## src/rtl/irq_pkg.sv

```systemverilog
package irq_pkg;
    localparam int REG_AW    = 8;
    localparam int REG_DW    = 32;
    localparam int PORT_BITS = 5;
    localparam int EVT_W     = 6;

    localparam logic [REG_AW-1:0] OFF_PORT_ST = 8'h0C;
    localparam logic [REG_AW-1:0] OFF_PORT_EN = 8'h0D;
    localparam logic [REG_AW-1:0] OFF_EVT     = 8'h0E;
    localparam logic [REG_AW-1:0] OFF_EVT_EN  = 8'h0F;
    localparam logic [7:0]        EVT_ACK     = 8'hFF;

    // packed order gives flush at bit 4 and hs_drop at bit 0
    typedef struct packed {
        logic flush;
        logic egr_clk;
        logic ing_clk;
        logic ls_drop;
        logic hs_drop;
    } port_evt_t;

    typedef enum logic [2:0] {
        SEL_NONE, SEL_PORT_ST, SEL_PORT_EN, SEL_EVT, SEL_EVT_EN
    } reg_sel_e;

    function automatic reg_sel_e decode(logic [REG_AW-1:0] a);
        case (a)
            OFF_PORT_ST: return SEL_PORT_ST;
            OFF_PORT_EN: return SEL_PORT_EN;
            OFF_EVT:     return SEL_EVT;
            OFF_EVT_EN:  return SEL_EVT_EN;
            default:     return SEL_NONE;
        endcase
    endfunction

    function automatic logic [REG_DW-1:0] zext_port(logic [PORT_BITS-1:0] v);
        return {{(REG_DW-PORT_BITS){1'b0}}, v};
    endfunction

    function automatic logic [REG_DW-1:0] zext_evt(logic [EVT_W-1:0] v);
        return {{(REG_DW-EVT_W){1'b0}}, v};
    endfunction
endpackage

```

## src/rtl/irq_clk_monitor.sv

```systemverilog
module irq_clk_monitor #(
    parameter int SYNC_STAGES = 2,
    parameter int MISS_LIMIT  = 16
) (
    input  logic clk,
    input  logic rst,
    input  logic mon_clk_i,
    output logic fail_o
);
    localparam int CW = $clog2(MISS_LIMIT + 1);
    localparam logic [CW-1:0] LIMIT_C = CW'(MISS_LIMIT);
    localparam logic [CW-1:0] TRIP_C  = CW'(MISS_LIMIT - 1);

    logic [SYNC_STAGES-1:0] sync_q;
    logic                   last_q;
    logic [CW-1:0]          cnt_q;
    logic                   toggle;

    for (genvar g = 0; g < SYNC_STAGES; g++) begin : g_sync
        if (g == 0) begin : g_first
            always_ff @(posedge clk) begin
                if (rst) sync_q[g] <= 1'b0;
                else     sync_q[g] <= mon_clk_i;
            end
        end else begin : g_next
            always_ff @(posedge clk) begin
                if (rst) sync_q[g] <= 1'b0;
                else     sync_q[g] <= sync_q[g-1];
            end
        end
    end

    assign toggle = sync_q[SYNC_STAGES-1] ^ last_q;
    assign fail_o = !toggle && (cnt_q == TRIP_C);

    always_ff @(posedge clk) begin
        if (rst) begin
            last_q <= 1'b0;
            cnt_q  <= '0;
        end else begin
            last_q <= sync_q[SYNC_STAGES-1];
            if (toggle)                cnt_q <= '0;
            else if (cnt_q != LIMIT_C) cnt_q <= cnt_q + 1'b1;
        end
    end
endmodule

```

## src/rtl/irq_sticky_bank.sv

```systemverilog
module irq_sticky_bank #(
    parameter int W = 5
) (
    input  logic         clk,
    input  logic         rst,
    input  logic [W-1:0] set_i,
    input  logic [W-1:0] clr_i,
    output logic [W-1:0] q_o
);
    for (genvar b = 0; b < W; b++) begin : g_bit
        always_ff @(posedge clk) begin
            if (rst)           q_o[b] <= 1'b0;
            else if (set_i[b]) q_o[b] <= 1'b1;
            else if (clr_i[b]) q_o[b] <= 1'b0;
        end
    end
endmodule

```

## src/rtl/irq_status_ctrl.sv

```systemverilog
module irq_status_ctrl
    import irq_pkg::*;
#(
    parameter int SYNC_STAGES = 2,
    parameter int MISS_LIMIT  = 16
) (
    input  logic              clk,
    input  logic              rst,
    input  logic              reg_wr_i,
    input  logic [REG_AW-1:0] reg_addr_i,
    input  logic [REG_DW-1:0] reg_wdata_i,
    output logic [REG_DW-1:0] reg_rdata_o,
    input  logic              hs_drop_i,
    input  logic              ls_drop_i,
    input  logic              flush_parity_i,
    input  logic              flush_nobuf_i,
    input  logic              ing_clk_mon_i,
    input  logic              egr_clk_mon_i,
    input  logic              evt_valid_i,
    input  logic [EVT_W-1:0]  evt_code_i,
    output logic              irq_o
);
    reg_sel_e              sel;
    port_evt_t             set_s;
    logic [PORT_BITS-1:0]  port_clr;
    logic [PORT_BITS-1:0]  port_st;
    logic [PORT_BITS-1:0]  port_en_q;
    logic [EVT_W-1:0]      evt_q;
    logic [EVT_W-1:0]      evt_en_q;
    logic                  ing_fail;
    logic                  egr_fail;
    logic                  evt_ack;
    logic                  unused_wdata_hi;

    assign unused_wdata_hi = ^reg_wdata_i[REG_DW-1:8];
    assign sel = decode(reg_addr_i);

    irq_clk_monitor #(.SYNC_STAGES(SYNC_STAGES), .MISS_LIMIT(MISS_LIMIT)) u_ing_mon (
        .clk(clk), .rst(rst), .mon_clk_i(ing_clk_mon_i), .fail_o(ing_fail)
    );
    irq_clk_monitor #(.SYNC_STAGES(SYNC_STAGES), .MISS_LIMIT(MISS_LIMIT)) u_egr_mon (
        .clk(clk), .rst(rst), .mon_clk_i(egr_clk_mon_i), .fail_o(egr_fail)
    );

    always_comb begin
        set_s.hs_drop = hs_drop_i;
        set_s.ls_drop = ls_drop_i;
        set_s.ing_clk = ing_fail;
        set_s.egr_clk = egr_fail;
        set_s.flush   = flush_parity_i | flush_nobuf_i;
    end

    assign port_clr = (reg_wr_i && sel == SEL_PORT_ST) ? reg_wdata_i[PORT_BITS-1:0] : '0;
    assign evt_ack  = reg_wr_i && (sel == SEL_EVT) && (reg_wdata_i[7:0] == EVT_ACK);

    irq_sticky_bank #(.W(PORT_BITS)) u_port_st (
        .clk(clk), .rst(rst), .set_i(set_s), .clr_i(port_clr), .q_o(port_st)
    );

    always_ff @(posedge clk) begin
        if (rst) begin
            port_en_q <= '0;
            evt_q     <= '0;
            evt_en_q  <= '0;
            irq_o     <= 1'b0;
        end else begin
            if (reg_wr_i && sel == SEL_PORT_EN) port_en_q <= reg_wdata_i[PORT_BITS-1:0];
            if (reg_wr_i && sel == SEL_EVT_EN)  evt_en_q  <= reg_wdata_i[EVT_W-1:0];
            if (evt_valid_i)  evt_q <= evt_code_i;
            else if (evt_ack) evt_q <= '0;
            irq_o <= (|(port_st & port_en_q)) | (|(evt_q & evt_en_q));
        end
    end

    always_comb begin
        case (sel)
            SEL_PORT_ST: reg_rdata_o = zext_port(port_st);
            SEL_PORT_EN: reg_rdata_o = zext_port(port_en_q);
            SEL_EVT:     reg_rdata_o = zext_evt(evt_q);
            SEL_EVT_EN:  reg_rdata_o = zext_evt(evt_en_q);
            default:     reg_rdata_o = '0;
        endcase
    end
endmodule

```

## config.mk

```make
export PLATFORM = sky130hd
export DESIGN_NAME = irq_status_ctrl
export DESIGN_NICKNAME = d
export VERILOG_FILES = /design/src/rtl/irq_pkg.sv /design/src/rtl/irq_clk_monitor.sv /design/src/rtl/irq_sticky_bank.sv /design/src/rtl/irq_status_ctrl.sv
export SDC_FILE = /design/constraint.sdc
export NUM_CORES = 1
export LEC_CHECK = 0
export BUFFER_PORTS_ARGS = -buffer_cell sky130_fd_sc_hd__buf_2
export CAP_MARGIN = 20
export CORE_MARGIN = 1
export CORE_UTILIZATION = 51
export CTS_CLUSTER_DIAMETER = 40
export DETAILED_ROUTE_END_ITERATION = 8
export PLACE_DENSITY_LB_ADDON = 0.2
export SLEW_MARGIN = 40
export SYNTH_ARGS = -nofsm -noshare
export SYNTH_HDL_FRONTEND = slang
export SYNTH_HIERARCHICAL = 1
export SYNTH_SLANG_ARGS = --single-unit
```

## constraint.sdc

```tcl
create_clock -name clk -period 2.7 [get_ports clk]
set_input_delay 0.27 -clock clk [delete_from_list [all_inputs] [get_ports clk]]
set_output_delay 0.27 -clock clk [all_outputs]
set_load 0.02 [all_outputs]
```

Word level (Yosys, flattened, before mapping)
Index checks and enable logic that the tools add are counted.
Word-level totals
  bits in registers: 39
  input port bits: 56
  output and inout bits: 33
  word-level logic and storage cells: 72
Operators by class
  add/subtract/negate cells: 2
  equality and inequality tests: 13
  mux-type cells: 15
  bitwise logic cells: 6
  reduce and logical (&&, ||, !) cells: 19
Operator list (number)
  $eq 8x4->1 const B: 4
  $pmux 6 s4: 1
  $mux 6: 2
  $pmux 3 s4: 1
  $reduce_bool 2->1: 6
  $add 5x1->5 const B: 2
  $eq 5x4->1 const B: 2
  $mux 1: 10
  $ne 5x5->1 const B: 2
  $eq 8x8->1 const B: 1
  $logic_and 1x1->1: 7
  $and 6x6->6: 1
  $eq 3x2->1 const B: 2
  $reduce_or 6->1: 1
  $and 5x5->5: 1
  $mux 5: 1
  $reduce_or 5->1: 1
  $reduce_or 2->1: 2
  $eq 3x1->1 const B: 1
  $eq 3x3->1 const B: 1
  $logic_not 1->1: 2
  $or 1x1->1: 2
  $xor 1x1->1: 2

Logic depth before layout (Yosys ltp)
Gate-level depths: netlist of run 1.
  depth after elaboration: 7
  mapped depth: 6
  mapped depth without buffers: 6

Cells and area by module
The synthesis of run 1 kept the hierarchy.
By module, submodules not included
  irq_status_ctrl: instances 1, cells each 117, area an instance 1162.4 µm², seq. area each 360.3 µm²
  irq_clk_monitor: instances 2, cells each 33, area an instance 340.3 µm², seq. area each 160.2 µm²
  irq_sticky_bank: instances 1, cells each 20, area an instance 175.2 µm², seq. area each 100.1 µm²

Worst setup path after synthesis of run 1
No wires, ideal clock.
  path kind: in2reg
  start: in reg_addr_i[5]
  end: reg evt_en_q[0]
  setup time: 0.128 ns
  data arrival time: 1.505 ns
  data required time: 2.572 ns
  slack: 1.068 ns
  stages on the path: 5
  buffers on the path: 1
  cells stage by stage: or4_4 buf_6 nor3_4 mux2i_1 nor2_1
On the way
  cells in the longest elaborated chain, start to end: 4
  elaborated cells on any way between the ends: 7
  classes of those cells: 5 x eq/ne; 1 x mux; 1 x reduce/logical
Ends and longest elaborated chain
  start: declaration: RTL line irq_status_ctrl.sv:10  | input logic [REG_AW-1:0] reg_addr_i,
  $eq 8x4->1: RTL line irq_pkg.sv:27  | case (a)
  $pmux 3 s4 (*): RTL line irq_pkg.sv:27
  $eq 3x3->1 (*): RTL line irq_status_ctrl.sv:68  | if (reg_wr_i && sel == SEL_EVT_EN) evt_en_q <= reg_wdata_i[EVT_W-1:0];
  $logic_and 1x1->1 (*): RTL line irq_status_ctrl.sv:68
  end signal: assignment: RTL line irq_status_ctrl.sv:68
  end: declaration: RTL line irq_status_ctrl.sv:29  | logic [EVT_W-1:0] evt_en_q;
Mark *: on every way between the ends. The rest lies on a longest branch, timed or not.
A chain may end at the register's enable or synchronous reset.

Final worst setup path of run 1
  start: in reg_addr_i[5]
  end: out reg_rdata_o[5]
On the way
  cells in the longest elaborated chain, start to end: 4
  elaborated cells on any way between the ends: 10
  classes of those cells: 8 x eq/ne; 2 x mux
Ends and longest elaborated chain
  $eq 8x4->1: RTL line irq_pkg.sv:27
  $pmux 3 s4 (*): RTL line irq_pkg.sv:27
  $eq 3x3->1 (tied with other cells): RTL line irq_status_ctrl.sv:76  | case (sel)
  $pmux 6 s4 (*): RTL line irq_status_ctrl.sv:76
  end: declaration: RTL line irq_status_ctrl.sv:12  | output logic [REG_DW-1:0] reg_rdata_o,
Marked as above.

==> results of run 1 <==
[logic make-up after synthesis]
logic type / share of synthesized area
xor gates and xnor gates: 0.0347
and+or+nand+nor: 0.210
adders and majority gates: 0.0372
muxes: 0.126
other: 0.00186
AOI/OAI and AO/OA: 0.0713
DFF: 0.387
buffers and inverters: 0.133
[layout make-up]
| class | instances | area [sq um] |
|---|---|---|
| repair buffers | 38 | 190 |
| inverters | 13 | 48.8 |
| multi-input cells | 146 | 1070 |
| fillers | 321 | 1450 |
| well taps | 48 | 60.1 |
| clock buffers | 6 | 82.6 |
| clock inverters | 2 | 35.0 |
| flip-flops and latches | 39 | 781 |
[registers in the layout, indices dropped and copies added, names as in the netlist, 2 cells and up]
name	count
u_port_st/q_o	5
evt_q	6
u_ing_mon/sync_q	2
u_ing_mon/cnt_q	5
port_en_q	5
u_egr_mon/cnt_q	5
evt_en_q	6
u_egr_mon/sync_q	2
[metal layers]
layer | share of wire | global-route usage | vias to the layer above
met3 | 0.069 | 0.0511 | 2
met2 | 0.46 | 0.270 | 60
met5 | 0 | 0 | -
met4 | 0.0071 | 0.0833 | 0
met1 | 0.46 | 0.217 | 647
li1 | - | - | 716
[layout by cell type, fill, tap and decap left out, types with 2 or more instances in the layout]
cell,count
nand2_1,2
mux2i_1,13
nand3_1,4
clkbuf_8,6
inv_1,13
nor3_1,5
a21oi_1,8
nor2_1,15
dfxtp_1,39
ha_1,6
nor3_4,2
and2_1,12
and4bb_4,2
a22oi_1,2
and3_2,2
conb_1,26
mux4_2,5
a22o_1,7
nand2b_1,7
buf_2,38
nor2b_1,8
xnor2_1,6
and3_1,2
xor2_1,2
[critical path: stages]
cell and delay, ps:
buf_2 100, or4_4 590, nor2_2 250, and3_1 210, buf_2 160
[how the worst max path moves through the flow]
stage	cells after the start	to	slack [ps]
final	5	reg_rdata_o[5]	860
after global routing	5	reg_rdata_o[5]	830
after CTS	5	reg_rdata_o[5]	870
after detailed placement	6	u_port_st/q_o[2]	700
after global placement	6	u_port_st/q_o[3]	720
after floorplan	5	evt_en_q[0]	1070
[per-stage QoR]
stage          setup WS [ps]  instances
2_1_floorplan           1070        228
3_3_place_gp             724        284
3_5_place_dp             695        284
4_1_cts                  874        292
5_1_grt                  827        292
6_report                 855        292
[power groups by stage]
stage | registers, mW | logic [mW] | clock network, mW
detailed placement | 0.623 | 0.131 | 0
finish | 0.609 | 0.132 | 0.502
global route | 0.612 | 0.144 | 0.540
global placement | 0.622 | 0.129 | 0
floorplan | 0.619 | 0.122 | 0
CTS | 0.609 | 0.131 | 0.510
==> flow_summary.json, run 1 <==
{
  "clk_latency_ps": 290,
  "final.min_clock_period_ps": 1840,
  "startpoint": "reg_addr_i[5]",
  "irDropWorstVdd_v": 0.000355,
  "r2r-start": "u_ing_mon/cnt_q[1]",
  "drive_above_1_share": 0.258,
  "ant_nets": 0,
  "rows": 22,
  "drc": 0,
  "regToRegEndpoint": "u_port_st/q_o[2]",
  "final_area_sq_um": 2270,
  "sw_frac_of_total": 0.241,
  "cts.repair.resized": 0,
  "die_y_um": 64.9,
  "first_pass_iters": 5,
  "min_period_over_period": 0.683,
  "fp.coreArea_sq_um": 3720,
  "die_w_um": 64.9,
  "hold_ws_ps": 186,
  "cts_setup_buffers": 0,
  "hold_viol": 0,
  "synth_edf_count": 0,
  "whs_path_depth": 2,
  "grt_max_degree": 28,
  "worstSetupEndpointType": "primary output",
  "synth_common_cells": "39 x dfxtp_1, 26 x buf_4, 15 x nor2_1",
  "yosys_warnings": 6,
  "clock-sinks": 39,
  "switchingPower_uw": 299,
  "syn-mean-instance-area_sq_um": 9.94,
  "syn_area_sq_um": 2020,
  "crit_type": "in -> out",
  "dieArea_sq_um": 4210,
  "netlist.area_leader.share": 0.387,
  "synthDistinctLibCells": 36,
  "rsz0062_at_grt": "false",
  "power_mw": 1.24,
  "fin_setup_tns_ps": 0,
  "slew_headroom": 0.625,
  "fmax_ghz": 0.542,
  "timing.max_cap.violations": 0,
  "worstPathRequired_ps": 2430,
  "async_flop_share": 0,
  "n_antenna_cell": 0,
  "overflow": 0,
  "synth_most_common_cell": "dfxtp_1",
  "path_max_fanout": 7,
  "hold_end": "u_egr_mon/sync_q[0]",
  "crit_path_start_kind": "primary input",
  "grt_pass1_wl_um": 5410,
  "netlist_instances": 203,
  "hpwl_um": 2570,
  "tightest_slew_ps": 562,
  "intPower_uw": 944,
  "grt_use_total": 0.173,
  "synthTopCellsByArea": "dfxtp_1 39%, buf_4 9.7%, mux2i_1 6.4%, mux4_2 5.6%, and2_1 3.7%",
  "drt_iter0_markers": 81,
  "start_util": 0.543,
  "place_congestion": 0.782,
  "p_leak_nw": 0.970,
  "yosysSeqAreaShare": 0.387,
  "grt_pass1_vias": 1187,
  "area_growth_pct": 12.3,
  "seqPwrFrac": 0.490,
  "setup_viol": 0,
  "powerDensity_nw_per_um2": 548,
  "drv_slew": 0,
  "utilization": 0.610,
  "fin_skew_ps": 6.72,
  "nets": 305,
  "path_clk_slew_ps": 70,
  "cts_hold_buf": 0,
  "num_vias": 1425,
  "clockBufferDepth": 2,
  "synth_seq_cells": 39,
  "synth_top_area_cell": "dfxtp_1",
  "dpl_cell_area_sq_um": 2140,
  "antenna_found_initial": 0,
  "hp-class": "in -> reg",
  "outcome": "completed",
  "port-buffer-count": 38,
  "reg2reg_setup_slack_ps": 1430,
  "tritoncts": "yes",
  "wl_per_cell_um": 12.1,
  "yosys_most_used_dff": "dfxtp_1",
  "clockPowerShare": 0.403,
  "wirelength_um": 3530,
  "power_frac_comb": 0.106,
  "cts_root_buffer": "clkbuf_8",
  "h-tree-depth": 2,
  "hold_start": "egr_clk_mon_i",
  "arrival_ps": 1570,
  "numCtsBuffers": 5,
  "rr_worst_depth": 6,
  "ioPinCount": 89,
  "vias_per_cell": 4.88
}
Note: power is estimated with default switching activity, not from simulation.
==> run 2, diff against run 1 <==
CORE_UTILIZATION = 47   (was 51)
clock period = 1.8 ns   (was 2.7 ns; I/O delays follow)
==> run 2 against run 1 <==
Effect of this change:
- die area increased by 8.3%
- worst hold slack got worse by 90 ps
- sequential share of layout area decreased by 0.54 points
- highest routed layer unchanged
- non-clock buffer count increased by 6
- clock skew decreased by 2.0 ps
- via count decreased by 0.21%
- largest power group unchanged
- design area increased by 1.6%
- critical path type unchanged
- global-route usage increased by 0.35 points
- total power increased by 42%
- count of clock-buffer cells in the layout increased by 2
==> flow_summary.json, run 2 (synthesis gave the netlist of run 1 again) <==
{
  "utilization": 0.568,
  "fp.coreArea_sq_um": 4060,
  "cts_setup_buffers": 0,
  "power_mw": 1.76,
  "rsz0062_at_grt": "false",
  "drc": 0,
  "grt_use_total": 0.177,
  "place_congestion": 0.782,
  "fin_setup_tns_ps": 0,
  "routed-wl-met3_um": 250,
  "antenna_found_initial": 0,
  "hold_viol": 0,
  "irDropWorstVdd_v": 0.000411,
  "powerDensity_nw_per_um2": 765,
  "wl_met1_um": 1790,
  "crit_path_start_kind": "primary input",
  "mostFrequentLayoutCell": "dfxtp_1",
  "fmax_ghz": 0.625,
  "timing.max_cap.violations": 0,
  "dieArea_sq_um": 4560,
  "fin_skew_ps": 4.68,
  "overflow": 0,
  "die_w_um": 67.5,
  "die_y_um": 67.5,
  "rows": 23,
  "outcome": "completed",
  "power_frac_comb": 0.116,
  "seqPwrFrac": 0.520,
  "clk_latency_ps": 290,
  "dpl_cell_area_sq_um": 2200,
  "drive_above_1_share": 0.268,
  "start_util": 0.497,
  "arrival_ps": 1420,
  "crit_type": "in -> out",
  "ioPinCount": 89,
  "worstPathRequired_ps": 1620,
  "tritoncts": "yes",
  "cts_root_buffer": "clkbuf_8",
  "nets": 311,
  "port-buffer-count": 38,
  "grt_pass1_wl_um": 5710,
  "multi_input_area_sq_um": 1060,
  "placed_cells_incl_taps": 292,
  "switchingPower_uw": 440,
  "ant_nets": 0,
  "wl_met2_um": 1680,
  "rr_worst_depth": 6,
  "n_antenna_cell": 0,
  "area_growth_pct": 14.1,
  "whs_path_depth": 2,
  "h-tree-depth": 2,
  "drv_slew": 0,
  "clockBufferDepth": 2,
  "cts_hold_buf": 0,
  "hpwl_um": 2780,
  "grt_pass1_vias": 1255,
  "cts.repair.resized": 0,
  "sw_frac_of_total": 0.250,
  "wirelength_um": 3770,
  "seqCellArea_sq_um": 781,
  "reg_top3": "evt_en_q: 6 flops, evt_q: 6 flops",
  "intPower_mw": 1.32,
  "worstSetupEndpointType": "primary output",
  "mostFrequentLayoutCells": "39 x dfxtp_1, 38 x buf_2, 26 x conb_1",
  "grt_max_degree": 25,
  "clockPowerShare": 0.364,
  "topRoutingLayerUsed": "met4",
  "instances_no_fill": 300,
  "path_clk_slew_ps": 70,
  "min_period_over_period": 0.888,
  "p_leak_nw": 0.994,
  "final.min_clock_period_ps": 1600,
  "drt_iter0_markers": 87,
  "clock-sinks": 39,
  "setup_viol": 0,
  "vias_per_cell": 4.74,
  "num_vias": 1422,
  "final_area_sq_um": 2300,
  "hp-class": "in -> reg",
  "numCtsBuffers": 5,
  "n_fill_cell": 392,
  "first_pass_iters": 4,
  "path_max_fanout": 6,
  "wl_per_cell_um": 12.6
}
## run 2: layer usage
metal / track usage / vias up
li1: - / 732
met3: 0.0473 / 5
met5: 0 / -
met2: 0.270 / 54
met4: 0.0798 / 0
met1: 0.230 / 631
## run 2: layout make-up
type | instances | area share
Sequential cell | 39 | 0.339
Tap cell | 50 | 0.0272
Clock buffer | 8 | 0.0435
Multi-Input combinational cell | 146 | 0.462
Timing Repair Buffer | 44 | 0.108
Inverter | 13 | 0.0212
## run 2: worst paths after layout
| kind | endpoint | slack, ps | from |
|---|---|---|---|
| worst min-delay path | u_ing_mon/sync_q[0] | 100 | ing_clk_mon_i |
| worst max-delay path | reg_rdata_o[5] | 200 | reg_addr_i[5] |
| worst min register to register | u_ing_mon/sync_q[1] | 450 | u_ing_mon/sync_q[0] |
| worst max register to register | u_port_st/q_o[2] | 530 | u_ing_mon/cnt_q[1] |
## run 2: critical path: stages
cell and delay, ps:
buf_2 100, or4_4 590, nor2_2 120, buf_4 140, and3_1 140, buf_2 150
## run 2: power groups by stage
| stage | logic [mW] | clock network [mW] | registers (mW) |
|---|---|---|---|
| after floorplan | 0.183 | 0 | 0.928 |
| after detailed placement | 0.204 | 0 | 0.935 |
| after global placement | 0.201 | 0 | 0.934 |
| after global routing | 0.227 | 0.690 | 0.919 |
| after CTS | 0.205 | 0.666 | 0.915 |
| final | 0.204 | 0.642 | 0.916 |
## run 2: through the flow
stage	setup WS (ps)	hold WS [ps]
2_1_floorplan	258	249
3_3_place_gp	132	388
3_5_place_dp	107	392
4_1_cts	189	86.0
5_1_grt	146	94.0
6_report	201	96.5
==> run 3, diff against run 2 <==
BUFFER_PORTS_ARGS = unset   (was -buffer_cell sky130_fd_sc_hd__buf_2)
CORE_UTILIZATION = 62   (was 47)
DONT_BUFFER_PORTS = 1   (was unset)
==> run 3 against run 2 <==
Effect of this change:
- core utilization up 15 points
- die area is 24% lower
- clock power shrank 28%
- worst setup slack worse by 11 ps
- critical path type is now reg -> out
- critical endpoint is now reg_rdata_o[2]
==> flow_summary.json, run 3 (synthesis gave the netlist of run 1 again) <==
{
  "outcome": "completed",
  "clk_latency_ps": 350,
  "dieArea_sq_um": 3490,
  "numCtsBuffers": 5,
  "cpLargestDelayFamily": "multiplexers",
  "num_vias": 1447,
  "slowest_stage": "mux4_2",
  "h-tree-depth": 2,
  "drive_above_1_share": 0.124,
  "ioPinCount": 89,
  "clockBufferDepth": 2,
  "start_util": 0.656,
  "die_y_um": 59.1,
  "regToRegEndpoint": "u_port_st/q_o[3]",
  "grt_max_degree": 24,
  "tightest_slew_ps": 575,
  "path_clk_slew_ps": 130,
  "reg2reg_setup_slack_ps": 520,
  "powerDensity_nw_per_um2": 713,
  "cts.repair.resized": 0,
  "rows": 20,
  "setup_viol": 0,
  "hp-class": "in -> reg",
  "r2r-start": "u_egr_mon/cnt_q[0]",
  "cts_root_buffer": "clkbuf_4",
  "hold_end": "port_en_q[4]",
  "drv_slew": 0,
  "hpwl_um": 2700,
  "rr_worst_depth": 6,
  "reg_top3": "evt_en_q: 6 flops, evt_q: 6 flops",
  "n_antenna_cell": 0,
  "rsz0062_at_grt": "false",
  "fin_setup_tns_ps": 0,
  "path_buf_inv": 0,
  "overflow": 0,
  "crit_path_start_kind": "register",
  "grt_use_total": 0.244,
  "antenna_found_initial": 0,
  "path_max_fanout": 3,
  "slew_headroom": 0.617,
  "vias_per_cell": 5.38,
  "place_congestion": 0.775,
  "fp.coreArea_sq_um": 3080,
  "hold_viol": 0,
  "tritoncts": "yes",
  "mostFrequentLayoutCell": "dfxtp_1",
  "grt_pass1_vias": 1391,
  "worstSetupEndpointType": "primary output",
  "cts_setup_buffers": 0,
  "max_stage_delay_ps": 480,
  "nets": 286,
  "power_mw": 1.57,
  "final.min_clock_period_ps": 1610,
  "path_cells": "mux4_2 > and2_1",
  "p_leak_nw": 0.858,
  "grt_pass1_wl_um": 6320,
  "worstPathRequired_ps": 1620,
  "area_growth_pct": 8.80,
  "drc": 0,
  "crit_type": "reg -> out",
  "wl_per_cell_um": 14.4,
  "drt_iter0_markers": 114,
  "mostFrequentLayoutCells": "39 x dfxtp_1, 26 x conb_1, 16 x dlygate4sd3_1",
  "hold_start": "reg_wdata_i[4]",
  "arrival_ps": 1430,
  "ant_nets": 0,
  "whs_path_depth": 2,
  "die_w_um": 59.1,
  "min_period_over_period": 0.894,
  "irDropWorstVdd_v": 0.000689,
  "cts_hold_buf": 17,
  "first_pass_iters": 4,
  "wirelength_um": 3880,
  "clock-sinks": 39,
  "timing.max_cap.violations": 0,
  "port-buffer-count": 0,
  "fin_skew_ps": 14.0,
  "fmax_ghz": 0.621
}
==> run 3: changes by cell type in the layout (fill, tap and decap cells not counted) <==
cell | previous run | this run
clkinvlp_4 | 0 | 2
a311oi_1 | 1 | 0
buf_2 | 38 | 1
clkbuf_8 | 7 | 0
a311oi_2 | 0 | 1
clkbuf_1 | 1 | 0
buf_12 | 1 | 0
dlygate4sd3_1 | 0 | 16
buf_4 | 5 | 2
inv_6 | 0 | 1
clkbuf_4 | 0 | 5
==> run 3: per-stage QoR <==
| step | area, sq um | instances | utilization | setup WS [ps] | hold WS [ps] |
|---|---|---|---|---|---|
| 2_1_floorplan | 2110 | 228 | - | 258 | 249 |
| 3_3_place_gp | 1960 | 244 | 0.638 | 226 | 252 |
| 3_5_place_dp | 1960 | 244 | 0.638 | 206 | 254 |
| 4_1_cts | 2190 | 269 | 0.713 | 184 | 9.81 |
| 5_1_grt | 2200 | 269 | 0.713 | 148 | 7.53 |
| 6_report | 2200 | 269 | 0.713 | 190 | 20.2 |
==> run 3: where the power goes <==
part           switching, mW  total [mW]  internal [mW]  leakage [nW]
clock network          0.309       0.465          0.156        0.0278
registers             0.0243       0.917          0.893         0.318
logic                  0.107       0.184         0.0767         0.511
total                  0.440        1.57           1.13         0.858
==> run 3: worst max-delay path by stage <==
stage | slack [ps] | startpoint | to | depth (start not counted)
final | 190 | evt_q[2] | reg_rdata_o[2] | 2
after CTS | 180 | evt_q[2] | reg_rdata_o[2] | 2
after global routing | 150 | evt_q[2] | reg_rdata_o[2] | 2
after floorplan | 260 | reg_addr_i[5] | evt_en_q[0] | 5
after detailed placement | 210 | reg_addr_i[5] | port_en_q[4] | 4
after global placement | 230 | reg_addr_i[5] | evt_en_q[0] | 4
==> run 3: cell type report <==
type,count,area (sq um)
Clock buffer,5,37.5
Fill cell,247,882
Timing Repair Buffer,19,180
Inverter,13,48.8
Sequential cell,39,781
Multi-Input combinational cell,146,1070
Tap cell,44,55.1
Clock inverter,3,23.8
==> run 3: per-layer routing <==
metal  global-route usage  up-vias  share of wire
met1                0.300      663           0.41
li1                     -      685              -
met3               0.0873       14          0.098
met4               0.0986        0          0.023
met5                    0        -              0
met2                0.390       85           0.46
==> run 3: worst register-to-register path, cell delays in order, from the launching register on <==
cell	delay [ps]
dfxtp_1	350
ha_1	220
and3_2	220
ha_1	160
and2_1	130
inv_1	40
a21oi_1	40
